### src/rtl/plat_regs_pkg.sv
package plat_regs_pkg;

    localparam int OFF_W = 16;

    localparam logic [OFF_W-1:0] OFF_ID_BUILD  = 16'h0000;
    localparam logic [OFF_W-1:0] OFF_ID_CHG_A  = 16'h0004;
    localparam logic [OFF_W-1:0] OFF_ID_CHG_B  = 16'h0008;
    localparam logic [OFF_W-1:0] OFF_SOFTRST   = 16'h0010;
    localparam logic [OFF_W-1:0] OFF_MEM_STAT  = 16'h0014;
    localparam logic [OFF_W-1:0] OFF_LINK_STAT = 16'h0018;
    localparam logic [OFF_W-1:0] OFF_CLK_INFO  = 16'h0030;
    localparam logic [OFF_W-1:0] OFF_BUILD_OPT = 16'h0034;
    localparam logic [OFF_W-1:0] OFF_MEM_CFG   = 16'h0038;

    localparam int RESET_BIT = 4;

    typedef enum logic [2:0] {
        K_ID_ZERO,
        K_SOFTRST,
        K_MEM_STAT,
        K_LINK_STAT,
        K_CLK_INFO,
        K_BUILD_OPT,
        K_MEM_CFG,
        K_UNKNOWN
    } reg_kind_e;

    typedef enum logic [2:0] {
        ST_IDLE,
        ST_READ,
        ST_WRITE,
        ST_UNIMPL,
        ST_SOFT_RESET
    } rsp_state_e;

endpackage

### src/rtl/plat_offset_decode.sv
module plat_offset_decode
    import plat_regs_pkg::*;
(
    input  logic [OFF_W-1:0] offset,
    output reg_kind_e        kind
);

    always_comb begin
        unique case (offset)
            OFF_ID_BUILD,
            OFF_ID_CHG_A,
            OFF_ID_CHG_B:  kind = K_ID_ZERO;
            OFF_SOFTRST:   kind = K_SOFTRST;
            OFF_MEM_STAT:  kind = K_MEM_STAT;
            OFF_LINK_STAT: kind = K_LINK_STAT;
            OFF_CLK_INFO:  kind = K_CLK_INFO;
            OFF_BUILD_OPT: kind = K_BUILD_OPT;
            OFF_MEM_CFG:   kind = K_MEM_CFG;
            default:       kind = K_UNKNOWN;
        endcase
    end

endmodule

### src/rtl/plat_read_mux.sv
module plat_read_mux
    import plat_regs_pkg::*;
#(
    parameter int DATA_W   = 32,
    parameter int MHZ_W    = 8,
    parameter int GIB_W    = 4,
    parameter int NUM_PCIE = 3
) (
    input  reg_kind_e            kind,
    input  logic [MHZ_W-1:0]     refclk_mhz,
    input  logic [GIB_W-1:0]     mem_gib,
    input  logic [NUM_PCIE-1:0]  pcie_lock,
    output logic [DATA_W-1:0]    rdata
);

    localparam int LANE_W       = 8;
    localparam int CLK0_LSB     = 0;
    localparam int CLK_IN_LSB   = 8;
    localparam int CLK_MUL_LSB  = 16;
    localparam int CLK1_LSB     = 24;
    localparam int MEM_MHZ_LSB  = 4;
    localparam int MEM_MHZ_W    = 12;
    localparam int MEM_LOCK_BIT = 0;
    localparam int MEM_CAL_BIT  = 2;
    localparam int LINK_USED_W  = NUM_PCIE * LANE_W;

    logic [DATA_W-1:0] link_word;
    logic [DATA_W-1:0] clk_word;
    logic [DATA_W-1:0] mem_stat_word;
    logic [DATA_W-1:0] build_word;
    logic [DATA_W-1:0] mem_cfg_word;

    for (genvar g = 0; g < NUM_PCIE; g++) begin : g_link_lane
        assign link_word[g*LANE_W +: LANE_W] = {{(LANE_W-1){1'b0}}, pcie_lock[g]};
    end
    if (LINK_USED_W < DATA_W) begin : g_link_pad
        assign link_word[DATA_W-1:LINK_USED_W] = '0;
    end

    always_comb begin
        clk_word                          = '0;
        clk_word[CLK0_LSB]                = 1'b1;
        clk_word[CLK_IN_LSB +: MHZ_W]     = refclk_mhz;
        clk_word[CLK_MUL_LSB]             = 1'b1;
        clk_word[CLK1_LSB]                = 1'b1;

        mem_stat_word                     = '0;
        mem_stat_word[MEM_LOCK_BIT]       = 1'b1;
        mem_stat_word[MEM_CAL_BIT]        = 1'b1;

        build_word                        = '0;
        for (int p = 0; p < NUM_PCIE; p++) begin
            build_word[p+1] = 1'b1;
        end

        mem_cfg_word                      = '0;
        mem_cfg_word[GIB_W-1:0]           = mem_gib;
        mem_cfg_word[MEM_MHZ_LSB +: MEM_MHZ_W] = '1;
    end

    always_comb begin
        unique case (kind)
            K_MEM_STAT:  rdata = mem_stat_word;
            K_LINK_STAT: rdata = link_word;
            K_CLK_INFO:  rdata = clk_word;
            K_BUILD_OPT: rdata = build_word;
            K_MEM_CFG:   rdata = mem_cfg_word;
            default:     rdata = '0;
        endcase
    end

endmodule

### src/rtl/plat_ctrl_fsm.sv
module plat_ctrl_fsm
    import plat_regs_pkg::*;
#(
    parameter int DATA_W  = 32,
    parameter int BYTES_W = 4
) (
    input  logic               clk,
    input  logic               rst,
    input  logic               req_valid,
    input  logic               req_write,
    input  logic [BYTES_W-1:0] req_bytes,
    input  logic               reset_bit,
    input  reg_kind_e          kind,
    input  logic [DATA_W-1:0]  rdata_next,
    output logic               rsp_valid,
    output logic [DATA_W-1:0]  rsp_rdata,
    output logic               rsp_unimpl,
    output logic               sys_reset_req
);

    localparam logic [BYTES_W-1:0] FULL_BYTES = BYTES_W'(DATA_W / 8);

    rsp_state_e        state_q, state_d;
    logic [DATA_W-1:0] data_q, data_d;
    logic              size_ok;

    assign size_ok = (req_bytes == FULL_BYTES);

    always_comb begin
        state_d = ST_IDLE;
        if (req_valid) begin
            if (!size_ok) begin
                state_d = req_write ? ST_WRITE : ST_READ;
            end else if (req_write) begin
                unique case (kind)
                    K_SOFTRST: state_d = reset_bit ? ST_SOFT_RESET : ST_WRITE;
                    K_UNKNOWN: state_d = ST_UNIMPL;
                    default:   state_d = ST_WRITE;
                endcase
            end else begin
                unique case (kind)
                    K_SOFTRST,
                    K_UNKNOWN: state_d = ST_UNIMPL;
                    default:   state_d = ST_READ;
                endcase
            end
        end
        data_d = (state_d == ST_READ && size_ok) ? rdata_next : '0;
    end

    always_ff @(posedge clk) begin
        if (rst) begin
            state_q <= ST_IDLE;
            data_q  <= '0;
        end else begin
            state_q <= state_d;
            data_q  <= data_d;
        end
    end

    always_comb begin
        rsp_valid     = 1'b0;
        rsp_rdata     = '0;
        rsp_unimpl    = 1'b0;
        sys_reset_req = 1'b0;
        unique case (state_q)
            ST_IDLE: ;
            ST_READ: begin
                rsp_valid = 1'b1;
                rsp_rdata = data_q;
            end
            ST_WRITE: rsp_valid = 1'b1;
            ST_UNIMPL: begin
                rsp_valid  = 1'b1;
                rsp_unimpl = 1'b1;
            end
            ST_SOFT_RESET: begin
                rsp_valid     = 1'b1;
                sys_reset_req = 1'b1;
            end
            default: ;
        endcase
    end

endmodule

### src/rtl/plat_status_regs.sv
module plat_status_regs
    import plat_regs_pkg::*;
#(
    parameter int ADDR_W   = 32,
    parameter int DATA_W   = 32,
    parameter int BYTES_W  = 4,
    parameter int MHZ_W    = 8,
    parameter int GIB_W    = 4,
    parameter int NUM_PCIE = 3
) (
    input  logic                clk,
    input  logic                rst,
    input  logic                req_valid,
    input  logic                req_write,
    input  logic [ADDR_W-1:0]   req_addr,
    input  logic [BYTES_W-1:0]  req_bytes,
    input  logic [DATA_W-1:0]   req_wdata,
    input  logic [MHZ_W-1:0]    refclk_mhz,
    input  logic [GIB_W-1:0]    mem_gib,
    input  logic [NUM_PCIE-1:0] pcie_lock,
    output logic                rsp_valid,
    output logic [DATA_W-1:0]   rsp_rdata,
    output logic                rsp_unimpl,
    output logic                sys_reset_req
);

    reg_kind_e         kind;
    logic [DATA_W-1:0] rdata_next;
    logic              unused_bits;

    assign unused_bits = ^{req_addr[ADDR_W-1:OFF_W],
                           req_wdata[DATA_W-1:RESET_BIT+1],
                           req_wdata[RESET_BIT-1:0]};

    plat_offset_decode u_decode (
        .offset (req_addr[OFF_W-1:0]),
        .kind   (kind)
    );

    plat_read_mux #(
        .DATA_W   (DATA_W),
        .MHZ_W    (MHZ_W),
        .GIB_W    (GIB_W),
        .NUM_PCIE (NUM_PCIE)
    ) u_mux (
        .kind       (kind),
        .refclk_mhz (refclk_mhz),
        .mem_gib    (mem_gib),
        .pcie_lock  (pcie_lock),
        .rdata      (rdata_next)
    );

    plat_ctrl_fsm #(
        .DATA_W  (DATA_W),
        .BYTES_W (BYTES_W)
    ) u_fsm (
        .clk           (clk),
        .rst           (rst),
        .req_valid     (req_valid),
        .req_write     (req_write),
        .req_bytes     (req_bytes),
        .reset_bit     (req_wdata[RESET_BIT]),
        .kind          (kind),
        .rdata_next    (rdata_next),
        .rsp_valid     (rsp_valid),
        .rsp_rdata     (rsp_rdata),
        .rsp_unimpl    (rsp_unimpl),
        .sys_reset_req (sys_reset_req)
    );

endmodule

### config.mk
export PLATFORM = sky130hd
export DESIGN_NAME = plat_status_regs
export DESIGN_NICKNAME = d
export VERILOG_FILES = /design/src/rtl/plat_regs_pkg.sv /design/src/rtl/plat_offset_decode.sv /design/src/rtl/plat_read_mux.sv /design/src/rtl/plat_ctrl_fsm.sv /design/src/rtl/plat_status_regs.sv
export SDC_FILE = /design/constraint.sdc
export NUM_CORES = 1
export LEC_CHECK = 0
export BUFFER_PORTS_ARGS = -buffer_cell sky130_fd_sc_hd__buf_2
export CAP_MARGIN = 15
export CELL_PAD_IN_SITES_DETAIL_PLACEMENT = 0
export CELL_PAD_IN_SITES_GLOBAL_PLACEMENT = 2
export CORE_ASPECT_RATIO = 2
export CORE_UTILIZATION = 15
export CTS_CLUSTER_DIAMETER = 40
export DETAILED_ROUTE_END_ITERATION = 10
export GPL_TIMING_DRIVEN = 1
export PLACE_DENSITY_LB_ADDON = 0.12
export RECOVER_POWER = 50
export SLEW_MARGIN = 25
export SYNTH_ARGS = -nofsm -noshare
export SYNTH_HDL_FRONTEND = slang
export SYNTH_SLANG_ARGS = --single-unit
export TNS_END_PERCENT = 100
### constraint.sdc
create_clock -name clk -period 2.5 [get_ports clk]
set_input_delay 0 -clock clk [delete_from_list [all_inputs] [get_ports clk]]
set_output_delay 0 -clock clk [all_outputs]
set_load 0.01 [all_outputs]
==> results.py <==
metrics = {
    "synth": {
        "avgSynthCellArea_um2": 8.199,
        "yosysWarnings": 0,
        "syn-cell-area_mm2": 0.001008,
        "netlist_instances": 123,
        "synthAdderAreaFrac": 0,
        "synth_cell_type_count": 38,
        "muxShareOfSynthArea": 0,
        "synthArstFlopShare": 0,
        "synth.area.top_cells": "dfxtp_1, buf_4, and2_1, nor2_1, or4_4",
        "synth_top_area_frac": 0.3573,
        "synth_compound_area_frac": 0.1129,
        "synth-xor-area-share": 0.01737,
        "synth_top_family_by_area": "simple AND/OR/NAND/NOR gates",
        "synth-seq-cells": 18,
        "synth-main-ff-cell": "dfxtp_1",
        "synthSimpleGateAreaFrac": 0.3474,
        "yosysSeqAreaShare": 0.3573,
        "synth_edf_count": 0,
        "yosysTopAreaCell": "dfxtp_1",
    },
    "timing": {
        "period_share": 0.6327,
        "report.final.slew_viol_count": 0,
        "tightest_slew_ns": 0.5994,
        "rsz0062_at_grt": "false",
        "setup_viol": 0,
        "tns_ns": 0,
        "finalHoldViolCount": 0,
        "timing.final.crit_period_ns": 1.582,
        "relSlewSlack": 0.5967,
        "max_freq_ghz": 0.6322,
    },
    "setup_path": {
        "critPathMaxFanout": 9,
        "required_ns": 2.69,
        "crit_type": "input pin to flop",
        "crit_path_end": "u_fsm.data_q[15]",
        "max_stage_delay_ns": 0.58,
        "critPathLaunchType": "input pin",
        "crit_cells": 6,
        "cp-startpoint": "req_addr[7]",
        "endpoint_kind": "flop",
        "cp_slowest_cell": "a2111o_1",
        "crit_chain": "buf_2, nor4_1, and2_0, nand4_2, a2111o_1, nor2_1",
        "path_buf_inv": 1,
        "cp_top_family": "simple AND/OR/NAND/NOR gates",
        "arrival_ns": 1.77,
    },
    "power": {
        "internal_power_mw": 0.5745,
        "swShare": 0.2075,
        "leakage_nw": 0.6955,
        "power_frac_seq": 0.399,
        "clockPowerShare": 0.477,
        "vdd_drop_max_v": 0.0002072,
        "netSwitchingPower_mw": 0.1504,
        "p_comb_frac": 0.123,
        "cellPowerDensity_mw_per_mm2": 495.2,
    },
    "worst_hold_path": {
        "min_path_type": "input pin to flop",
    },
    "clock_network": {
        "htree_levels": 1,
        "clock_path_buffers": 2,
        "cts_tree": "done",
        "cts_root_buf": "clkbuf_16",
        "clock-sinks": 18,
        "clk_pin_slew_worst_paths_ns": 0.05,
        "numCtsBuffers": 3,
        "post_cts_buffers": 0,
    },
    "layout": {
        "finalNonFillerCells": 272,
        "final_area_mm2": 0.001464,
        "final_common_cell": "buf_2",
        "area_delta_synth_final_pct": 45.16,
        "fin_util": 0.2283,
        "layout-drive-gt1-share": 0.3495,
        "antenna_cells": 0,
        "mostFrequentLayoutCells": "buf_2, nor2_1, dfxtp_1, conb_1, and2_0",
        "nets": 274,
    },
    "detailed_routing": {
        "route.final.wire_length_um": 2691,
        "num_vias": 994,
        "vias_per_cell": 3.654,
        "drt_iter0_drc": 24,
        "drc": 0,
        "firstDrtPassIters": 4,
        "final_antenna_net_count": 0,
        "wl_per_cell_um": 9.893,
    },
    "placement": {
        "dp_hpwl_um": 2325,
        "io_buffer_count": 60,
        "placed_cell_area_mm2": 0.001318,
        "gp_congestion": 0.6272,
        "place_inst": 261,
    },
    "die": {
        "initial_utilization": 0.1573,
        "dieArea_mm2": 0.007075,
        "die_h_um": 118.0,
        "num_io_pins": 122,
        "row_count": 41,
        "core_area_mm2": 0.006412,
        "die_w_um": 59.98,
    },
    "global_route": {
        "antenna_found_initial": 0,
        "grt_usage": 0.08059,
        "grt_pass1_vias": 958,
        "overflow": 0,
        "grt_first_pass_wirelength_um": 4236,
        "grt_max_degree": 16,
    },
    "status": {
        "status": "completed",
    },
    "job": {
        "maxCapViolations": 0,
    },
}
-- metal layers --
metal | global-route usage | share of wire | wire [µm]
met1 | 0.07547 | 0.36 | 959
met2 | 0.1507 | 0.57 | 1534
met3 | 0.009890 | 0.048 | 130
met4 | 0.05233 | 0.024 | 65
met5 | 0 | 0 | 0
-- metrics by stage --
stage	total power [mW]	worst slack [ns]	hold WS, ns
after floorplan	0.3529	1.032	0.08994
final	0.7249	0.9183	0.008799
after global placement	0.3777	0.6378	0.2084
after global routing	0.7567	0.7180	0.02188
after CTS	0.7382	0.8709	0.007343
after detailed placement	0.3784	0.6216	0.2137
-- logic make-up (layout without fill, tap and decap cells) --
kind of cell	Yosys count	after routing
AND/OR/NAND/NOR	63	63
flip-flops	18	18
buffers and inverters	24	74
AO/OA/AOI/OAI	15	15
XOR/XNOR	2	2
other	1	14
-- final cells by class --
type / count / area [µm²]
fillers: 746 / 4949
multi-input cells: 94 / 534.3
repair buffers: 68 / 365.4
flip-flops and latches: 18 / 360.3
well taps: 86 / 107.6
clock buffers: 4 / 88.84
inverters: 2 / 7.507
-- how the worst min path moves through the flow --
stage / slack [ns] / start / endpoint / cells after the start
after global placement: 0.21 / refclk_mhz[2] / u_fsm.data_q[10] / 3
after detailed placement: 0.21 / refclk_mhz[5] / u_fsm.data_q[13] / 3
after global routing: 0.02 / req_wdata[4] / u_fsm.state_q[2] / 3
after CTS: 0.007 / req_wdata[4] / u_fsm.state_q[2] / 3
after floorplan: 0.09 / req_write / u_fsm.state_q[0] / 1
final: 0.009 / req_wdata[4] / u_fsm.state_q[2] / 3
-- synthesized netlist by cell type, types with 2 or more instances --
cell / number
nor3_1: 3
buf_4: 17
inv_1: 2
clkbuf_1: 3
or4_4: 2
nand2_1: 4
nor2_1: 23
dfxtp_1: 18
nor2_2: 2
nor2b_1: 2
and2_1: 17
a21oi_1: 4
-- power groups by stage --
stage,combinational [mW],clock (mW),sequential (mW)
2_1_floorplan,0.0576,0,0.295
3_3_place_gp,0.0823,0,0.295
3_5_place_dp,0.0830,0,0.295
4_1_cts,0.0917,0.357,0.289
5_1_grt,0.101,0.366,0.289
6_report,0.0893,0.346,0.290
-- tightest hold or removal path, delay by kind of cell --
| kind | cells | cell delay, ns |
|---|---|---|
| buffers and inverters | 1 | 0.11 |
| and+or+nand+nor | 2 | 0.11 |
-- sequential cells by signal, indices dropped and copies added (netlist names) --
| name | cells |
|---|---|
| u_fsm.state_q | 3 |
| u_fsm.data_q | 15 |
-- what timing repair did --
item,in CTS,in global routing
gates resized for setup,0,0
hold buffers,7,0
hold endpoints to repair,7,0
No activity file was read; power rests on OpenSTA's default activity.
